$ cat config.mk
export PLATFORM = sky130hd
export DESIGN_NAME = byte_fetch_unit
export DESIGN_NICKNAME = d
export VERILOG_FILES = /design/src/rtl/bfu_pkg.sv /design/src/rtl/bfu_decode.sv /design/src/rtl/bfu_pc.sv /design/src/rtl/bfu_hold.sv /design/src/rtl/bfu_ctrl.sv /design/src/rtl/byte_fetch_unit.sv
export SDC_FILE = /design/constraint.sdc
export NUM_CORES = 1
export LEC_CHECK = 0
export ABC_AREA = 1
export BUFFER_PORTS_ARGS = -buffer_cell sky130_fd_sc_hd__clkbuf_2
export CELL_PAD_IN_SITES_DETAIL_PLACEMENT = 2
export CELL_PAD_IN_SITES_GLOBAL_PLACEMENT = 2
export CORE_ASPECT_RATIO = 1.5
export CORE_MARGIN = 3
export CORE_UTILIZATION = 29
export CTS_CLUSTER_SIZE = 28
export DETAILED_ROUTE_END_ITERATION = 6
export PLACE_DENSITY = 0.92
export SETUP_SLACK_MARGIN = 0.15
export SLEW_MARGIN = 20
export SYNTH_ARGS = -nofsm -noshare
export SYNTH_HDL_FRONTEND = slang
export SYNTH_SLANG_ARGS = --single-unit
$ cat constraint.sdc
create_clock -name clk -period 4 [get_ports clk]
set_clock_uncertainty 0.2 [all_clocks]
set_input_delay 0.2 -clock clk [delete_from_list [all_inputs] [get_ports clk]]
set_output_delay 0.2 -clock clk [all_outputs]
set_load 0.01 [all_outputs]
$ cat src/rtl/bfu_pkg.sv
// Shared types for the byte fetch unit.
package bfu_pkg;

    // Entry kinds; numeric codes are part of the port contract
    typedef enum logic [2:0] {
        ENT_HELD      = 3'd0,
        ENT_NEXT      = 3'd1,
        ENT_NEXT_DEAF = 3'd2,
        ENT_ODD       = 3'd3,
        ENT_ODD_DEAF  = 3'd4,
        ENT_JUMP      = 3'd5
    } entry_t;

    // Controller states
    typedef enum logic [1:0] {
        ST_IDLE  = 2'd0,
        ST_ISSUE = 2'd1,
        ST_WAIT  = 2'd2
    } fetch_state_t;

endpackage

$ cat src/rtl/bfu_decode.sv
// Entry decoder: classifies the requested entry kind.
// Assumes kind codes as defined in bfu_pkg; codes above ENT_JUMP are invalid.
module bfu_decode
    import bfu_pkg::*;
(
    input  logic [2:0] kind,
    input  logic       hold_empty,
    output logic       kind_ok,
    output logic       use_held,
    output logic       odd_only,
    output logic       use_target,
    output logic       listen
);

    entry_t k;

    // Classify the entry kind into fetch attributes
    always_comb begin
        k          = entry_t'(kind);
        kind_ok    = (kind <= 3'd5);
        use_held   = (k == ENT_HELD) && !hold_empty;
        odd_only   = (k == ENT_ODD) || (k == ENT_ODD_DEAF);
        use_target = (k == ENT_ODD) || (k == ENT_ODD_DEAF) || (k == ENT_JUMP);
        listen     = (k == ENT_HELD) || (k == ENT_NEXT) ||
                     (k == ENT_ODD)  || (k == ENT_JUMP);
    end

endmodule

$ cat src/rtl/bfu_pc.sv
// Word program counter with step, load and step-back operations.
// Assumes at most one of step/load/back is active in a cycle.
module bfu_pc #(
    parameter int AW       = 16,
    parameter int PC_RESET = 0
) (
    input  logic          clk,
    input  logic          rst_n,
    input  logic          step,
    input  logic          load,
    input  logic [AW-1:0] load_val,
    input  logic          back,
    output logic [AW-1:0] pc,
    output logic [AW-1:0] pc_plus1
);

    localparam logic [AW-1:0] RST_VAL = AW'(PC_RESET);
    localparam logic [AW-1:0] ONE     = AW'(1);

    assign pc_plus1 = pc + ONE;

    // Update the program counter
    always_ff @(posedge clk) begin
        if (!rst_n)
            pc <= RST_VAL;
        else if (load)
            pc <= load_val;
        else if (step)
            pc <= pc_plus1;
        else if (back)
            pc <= pc - ONE;
    end


    step_adv_chk: assert property (@(posedge clk) disable iff (!rst_n)
        (step && !load) |=> (pc == $past(pc) + ONE));


    back_dec_chk: assert property (@(posedge clk) disable iff (!rst_n)
        (back && !load && !step) |=> (pc == $past(pc) - ONE));


    one_op_chk: assert property (@(posedge clk) disable iff (!rst_n)
        $countones({step, load, back}) <= 1);

endmodule

$ cat src/rtl/bfu_hold.sv
// One-byte holder for the pending second opcode; zero means empty.
// Assumes a single write port driven by the controller.
module bfu_hold #(
    parameter int BW = 8
) (
    input  logic          clk,
    input  logic          rst_n,
    input  logic          we,
    input  logic [BW-1:0] wd,
    output logic [BW-1:0] hold,
    output logic          empty
);

    assign empty = (hold == '0);

    // Store a new holder value
    always_ff @(posedge clk) begin
        if (!rst_n)
            hold <= '0;
        else if (we)
            hold <= wd;
    end


    clear_chk: assert property (@(posedge clk) disable iff (!rst_n)
        (we && wd == '0) |=> empty);

endmodule

$ cat src/rtl/bfu_ctrl.sv
// Fetch controller: accepts entries, issues the memory read, splits the
// returned word into opcode and held byte, and decides interrupt stops.
// Assumes memory read data arrives one cycle after mem_rd_en.
module bfu_ctrl
    import bfu_pkg::*;
#(
    parameter int AW = 16,
    parameter int BW = 8,
    parameter int CW = 4
) (
    input  logic            clk,
    input  logic            rst_n,
    input  logic            req_valid,
    input  logic [AW-1:0]   req_target,
    input  logic            kind_ok,
    input  logic            use_held,
    input  logic            odd_only,
    input  logic            use_target,
    input  logic            listen,
    input  logic            irq_pending,
    input  logic [CW-1:0]   wake_cnt,
    input  logic [AW-1:0]   pc_plus1,
    input  logic [BW-1:0]   hold,
    input  logic [2*BW-1:0] mem_rdata,
    output logic            ready,
    output logic            mem_rd_en,
    output logic [AW-1:0]   mem_addr,
    output logic            pc_step,
    output logic            pc_load,
    output logic            pc_back,
    output logic            hold_we,
    output logic [BW-1:0]   hold_wd,
    output logic            op_valid,
    output logic [BW-1:0]   op_byte,
    output logic            intr_stop,
    output logic            intr_odd
);

    fetch_state_t  state;
    logic          accept;
    logic          fetch_go;
    logic          take_now;
    logic          odd_q;
    logic          take_q;
    logic [AW-1:0] addr_q;
    logic [BW-1:0] hi_byte;
    logic [BW-1:0] lo_byte;

    assign ready     = (state == ST_IDLE);
    assign accept    = ready && req_valid && kind_ok;
    assign fetch_go  = accept && !use_held;
    assign take_now  = listen && irq_pending && (wake_cnt == '0);
    assign mem_rd_en = (state == ST_ISSUE);
    assign mem_addr  = addr_q;
    assign hi_byte   = mem_rdata[2*BW-1:BW];
    assign lo_byte   = mem_rdata[BW-1:0];

    assign pc_step = fetch_go && !use_target;
    assign pc_load = fetch_go && use_target;
    assign pc_back = (state == ST_WAIT) && take_q && !odd_q;

    // Holder write: cleared on held dispatch, refilled when a word returns
    always_comb begin
        hold_we = 1'b0;
        hold_wd = '0;
        if (accept && use_held) begin
            hold_we = 1'b1;
        end else if (state == ST_WAIT) begin
            hold_we = 1'b1;
            if (take_q)
                hold_wd = odd_q ? lo_byte : '0;
            else
                hold_wd = odd_q ? '0 : lo_byte;
        end
    end

    // Sequence the fetch: idle, issue read, wait for data
    always_ff @(posedge clk) begin
        if (!rst_n) begin
            state  <= ST_IDLE;
            odd_q  <= 1'b0;
            take_q <= 1'b0;
            addr_q <= '0;
        end else begin
            case (state)
                ST_IDLE: begin
                    if (fetch_go) begin
                        state  <= ST_ISSUE;
                        odd_q  <= odd_only;
                        take_q <= take_now;
                        addr_q <= use_target ? req_target : pc_plus1;
                    end
                end
                ST_ISSUE: state <= ST_WAIT;
                default:  state <= ST_IDLE;
            endcase
        end
    end

    // Register the opcode and interrupt-stop outputs
    always_ff @(posedge clk) begin
        if (!rst_n) begin
            op_valid  <= 1'b0;
            op_byte   <= '0;
            intr_stop <= 1'b0;
            intr_odd  <= 1'b0;
        end else begin
            op_valid  <= 1'b0;
            intr_stop <= 1'b0;
            if (accept && use_held) begin
                op_valid <= 1'b1;
                op_byte  <= hold;
            end else if (state == ST_WAIT) begin
                if (take_q) begin
                    intr_stop <= 1'b1;
                    intr_odd  <= odd_q;
                end else begin
                    op_valid <= 1'b1;
                    op_byte  <= odd_q ? lo_byte : hi_byte;
                end
            end
        end
    end


    op_stop_excl_chk: assert property (@(posedge clk) disable iff (!rst_n)
        !(op_valid && intr_stop));


    single_read_chk: assert property (@(posedge clk) disable iff (!rst_n)
        mem_rd_en |=> !mem_rd_en);


    read_result_chk: assert property (@(posedge clk) disable iff (!rst_n)
        mem_rd_en |=> ##1 (op_valid || intr_stop));


    busy_chk: assert property (@(posedge clk) disable iff (!rst_n)
        mem_rd_en |-> !ready);


    stop_pulse_chk: assert property (@(posedge clk) disable iff (!rst_n)
        intr_stop |=> !intr_stop);

endmodule

$ cat src/rtl/byte_fetch_unit.sv
// Top of the bytecode byte fetcher: ties decoder, program counter,
// byte holder and fetch controller together.
// Assumes a word memory with one cycle of read latency.
module byte_fetch_unit #(
    parameter int AW       = 16,
    parameter int BW       = 8,
    parameter int CW       = 4,
    parameter int PC_RESET = 0
) (
    input  logic            clk,
    input  logic            rst_n,
    input  logic            req_valid,
    input  logic [2:0]      req_kind,
    input  logic [AW-1:0]   req_target,
    output logic            ready,
    output logic            mem_rd_en,
    output logic [AW-1:0]   mem_addr,
    input  logic [2*BW-1:0] mem_rdata,
    input  logic            irq_pending,
    input  logic [CW-1:0]   wake_cnt,
    output logic            op_valid,
    output logic [BW-1:0]   op_byte,
    output logic            intr_stop,
    output logic            intr_odd,
    output logic [AW-1:0]   pc
);

    logic          kind_ok, use_held, odd_only, use_target, listen;
    logic          hold_empty, hold_we;
    logic [BW-1:0] hold, hold_wd;
    logic          pc_step, pc_load, pc_back;
    logic [AW-1:0] pc_plus1;

    bfu_decode u_dec (
        .kind       (req_kind),
        .hold_empty (hold_empty),
        .kind_ok    (kind_ok),
        .use_held   (use_held),
        .odd_only   (odd_only),
        .use_target (use_target),
        .listen     (listen)
    );

    bfu_pc #(.AW(AW), .PC_RESET(PC_RESET)) u_pc (
        .clk      (clk),
        .rst_n    (rst_n),
        .step     (pc_step),
        .load     (pc_load),
        .load_val (req_target),
        .back     (pc_back),
        .pc       (pc),
        .pc_plus1 (pc_plus1)
    );

    bfu_hold #(.BW(BW)) u_hold (
        .clk   (clk),
        .rst_n (rst_n),
        .we    (hold_we),
        .wd    (hold_wd),
        .hold  (hold),
        .empty (hold_empty)
    );

    bfu_ctrl #(.AW(AW), .BW(BW), .CW(CW)) u_ctrl (
        .clk         (clk),
        .rst_n       (rst_n),
        .req_valid   (req_valid),
        .req_target  (req_target),
        .kind_ok     (kind_ok),
        .use_held    (use_held),
        .odd_only    (odd_only),
        .use_target  (use_target),
        .listen      (listen),
        .irq_pending (irq_pending),
        .wake_cnt    (wake_cnt),
        .pc_plus1    (pc_plus1),
        .hold        (hold),
        .mem_rdata   (mem_rdata),
        .ready       (ready),
        .mem_rd_en   (mem_rd_en),
        .mem_addr    (mem_addr),
        .pc_step     (pc_step),
        .pc_load     (pc_load),
        .pc_back     (pc_back),
        .hold_we     (hold_we),
        .hold_wd     (hold_wd),
        .op_valid    (op_valid),
        .op_byte     (op_byte),
        .intr_stop   (intr_stop),
        .intr_odd    (intr_odd)
    );


    reset_quiet_chk: assert property (@(posedge clk)
        !rst_n |=> (ready && !op_valid && !intr_stop && !mem_rd_en));

endmodule

==> run_results.csv <==
group,metric,value,unit
setup_path,crit_type,"register to register",
global_routing,grt_pass1_wl,22000,um
power,totalPowerFinal,1.49,mW
clocking,cts_made_buffers,5,
setup_path,reg2reg_depth,7,
power,peakVddDrop,0.000138,V
logic_synthesis,avgSynthCellArea,6.24,sq um
setup_path,endpoint_kind,"register",
sta,setup_viol,0,
global_routing,grt_pass1_vias,4342,
setup_path,ff2ff_setup_slack,1780,ps
sta,finalSetupTns,0,ps
clocking,clk_path_buf_depth,2,
floorplanning,coreArea,11100,sq um
clocking,cts_hold_buf,5,
sta,slew_headroom,49.9,%
logic_synthesis,synth.most_common_cell,"nand2_1",
floorplanning,io_pins,88,
logic_synthesis,synth_ff_type,"dfxtp_1",
route,vias_per_cell,5.09,
setup_path,rr_endpoint,"u_pc.pc[2]",
outcome,status,"finished, final reports clean",
setup_path,cp.arrival,2220,ps
clocking,worst_skew_pair.late_latency,300,ps
clocking,cts_setup_buffers,0,
sta,finalCriticalPeriod,2220,ps
global_routing,antenna_found_initial,0,
setup_path,max_stage_delay,620,ps
floorplanning,chipWidth,93.3,um
route,routed_wl,13800,um
route,wl_met3,367,um
sta,fmax,450,MHz
logic_synthesis,ys_ff_latch,55,
sta,drv_slew,0,
setup_path,cp_common_cell,"inv_1",
placement,place.gp.congestion,0.848,
setup_path,reg2reg_from,"u_ctrl.odd_q",
finish,drive_gt1_share,17.6,%
route,wire_per_inst,18.1,um
logic_synthesis,yosys-top-cells-area,"dfxtp_1 33%, nand2_1 18%, nor2_1 7.5%",
floorplanning,die-area,12800,sq um
sta,timing.final.hold_violations,0,
global_routing,grt_usage,22.0,%
clocking,cts_resized,0,
finish,layout.nets,659,
worst_hold_path,hold-path-endpoint,"u_ctrl.take_q",
logic_synthesis,netlist_top_cells_count,"156 x nand2_1, 66 x nor2_1, 61 x inv_1",
floorplanning,initial_core_util,29.8,%
logic_synthesis,synth_cell_types,33,
logic_synthesis,syn-cell-area,3310,sq um
placement,placed_area,3840,sq um
clocking,htree_levels,2,
clocking,cts_tree,"built",
setup_path,path_max_fanout,23,
power,p_leak,2.02,nW
route,antenna_left,0,
sta,period_share,55.5,%
route,drt_iter0_markers,121,
worst_hold_path,hold_path_startpoint,"wake_cnt[3]",
floorplanning,placementRows,47,
global_routing,grt_max_degree,38,
route,wirelength_met1,5040,um
sta,tightestPinTransition,750,ps
sta,setup_ws,1780,ps
logic_synthesis,synth_fp_nets,576,
logic_synthesis,synth_top_area_share,33.2,%
finish,fin_area,4040,sq um
clocking,clock-sinks,55,
route,route.detailed.drc,0,
placement,pre_cts_slack,1820,ps
route,top_layer,"met4",
logic_synthesis,ys_async_sr_fraction,0,%
logic_synthesis,synth_edf_count,0,
placement,place_hpwl,10600,um
finish,final_cells,762,
finish,antenna_cells,0,
clocking,path_clk_slew,70,ps
setup_path,path_cells,"inv_1 > nand2_1 > nand2_4 > o21ai_0 > inv_1 > nand2_1 > inv_1",
run,cap_violations,0,
logic_synthesis,syn_inst,531,
setup_path,cpMaxStageDelayCell,"dfxtp_1",
sta,rsz0062_at_grt,"false",
route,dr.pass1.iters,4,
global_routing,gr-total-overflow,0,
clocking,cts_root_buffer,"clkbuf_16",
finish,final_core_util,36.4,%
power,powerDensity,369,nW/um^2
logic_synthesis,synth-seq-area-share,33.2,%
worst_hold_path,hp-class,"primary input to register",
worst_hold_path,min_delay_path_depth,4,
setup_path,required,4000,ps
route,via_count,3876,
route,dr_wl_met2,7840,um
logic_synthesis,yosysWarnings,0,
floorplanning,die_y,137,um
finish,area_growth,22.0,%
placement,portBuffers,87,
setup_path,cp-start-kind,"register",
logic_synthesis,yosys.area.top_type,"dfxtp_1",
placement,place_inst,749,
sta,whs,4.06,ps
[sequential cells by signal (all words and copies together) (netlist names)]
signal            flops
u_ctrl.mem_addr      16
u_pc.pc              16
u_ctrl.op_byte        8
u_hold.hold           8
u_ctrl.state          2
u_ctrl.intr_odd       1
u_ctrl.intr_stop      1
u_ctrl.odd_q          1
u_ctrl.op_valid       1
u_ctrl.take_q         1
[cell type report]
class                      instances  area (sq um)
tap                              147           184
fill                            1366          7070
inverter                          67           251
sequential                        55          1100
clock buffer                       8           156
multi-input combinational        393          1870
timing repair buffer              92           485
[cells in the final DEF (no fill, tap or decap), types with 8 or more instances in the layout]
| cell type | Yosys | layout |
|---|---|---|
| nor2_1 | 66 | 66 |
| nand3_1 | 42 | 42 |
| xor2_1 | 10 | 10 |
| o21ai_1 | 8 | 8 |
| o21ai_0 | 35 | 35 |
| inv_1 | 61 | 61 |
| dfxtp_1 | 55 | 55 |
| nand4_1 | 10 | 10 |
| a21oi_1 | 34 | 34 |
| nand2_1 | 156 | 156 |
| clkbuf_2 | 1 | 87 |
[logic make-up after synthesis]
kind of cell | after synthesis | synth area share [%]
AND/OR/NAND/NOR | 293 | 38.2
AO/OA/AOI/OAI | 84 | 13.5
buffers and inverters | 83 | 10.5
flip-flops | 55 | 33.2
XOR/XNOR | 11 | 2.91
multiplexers | 3 | 0.906
adder cells (fa/ha/maj) | 2 | 0.755
[worst max-delay path by stage]
stage	to	slack, ps	from	cells past startpoint
after detailed placement	u_pc.pc[3]	1820	u_ctrl.odd_q	7
final	u_pc.pc[2]	1780	u_ctrl.odd_q	7
after floorplan	u_ctrl.mem_addr[8]	2280	u_pc.pc[0]	8
after global placement	u_pc.pc[13]	1930	u_hold.hold[2]	8
after global routing	u_pc.pc[2]	1580	u_ctrl.odd_q	7
after CTS	u_pc.pc[2]	1750	u_ctrl.odd_q	7
[per-layer routing]
layer,vias up,global-route usage (%)
li1,1846,-
met1,1914,21.3
met2,85,44.6
met3,31,2.70
met4,0,9.86
met5,-,0
[report_power, final]
group          internal, mW  switching, mW
combinational         0.127          0.253
clock                 0.268          0.211
sequential            0.581         0.0514
total                 0.976          0.515
[worst max-delay path: cells and delay by family (launching register included)]
kind / cells / cell delay, ps
flops: 1 / 620
buf+inv: 3 / 360
simple gates: 3 / 710
compound gates: 1 / 230
No activity file was read; power rests on OpenSTA's default activity.
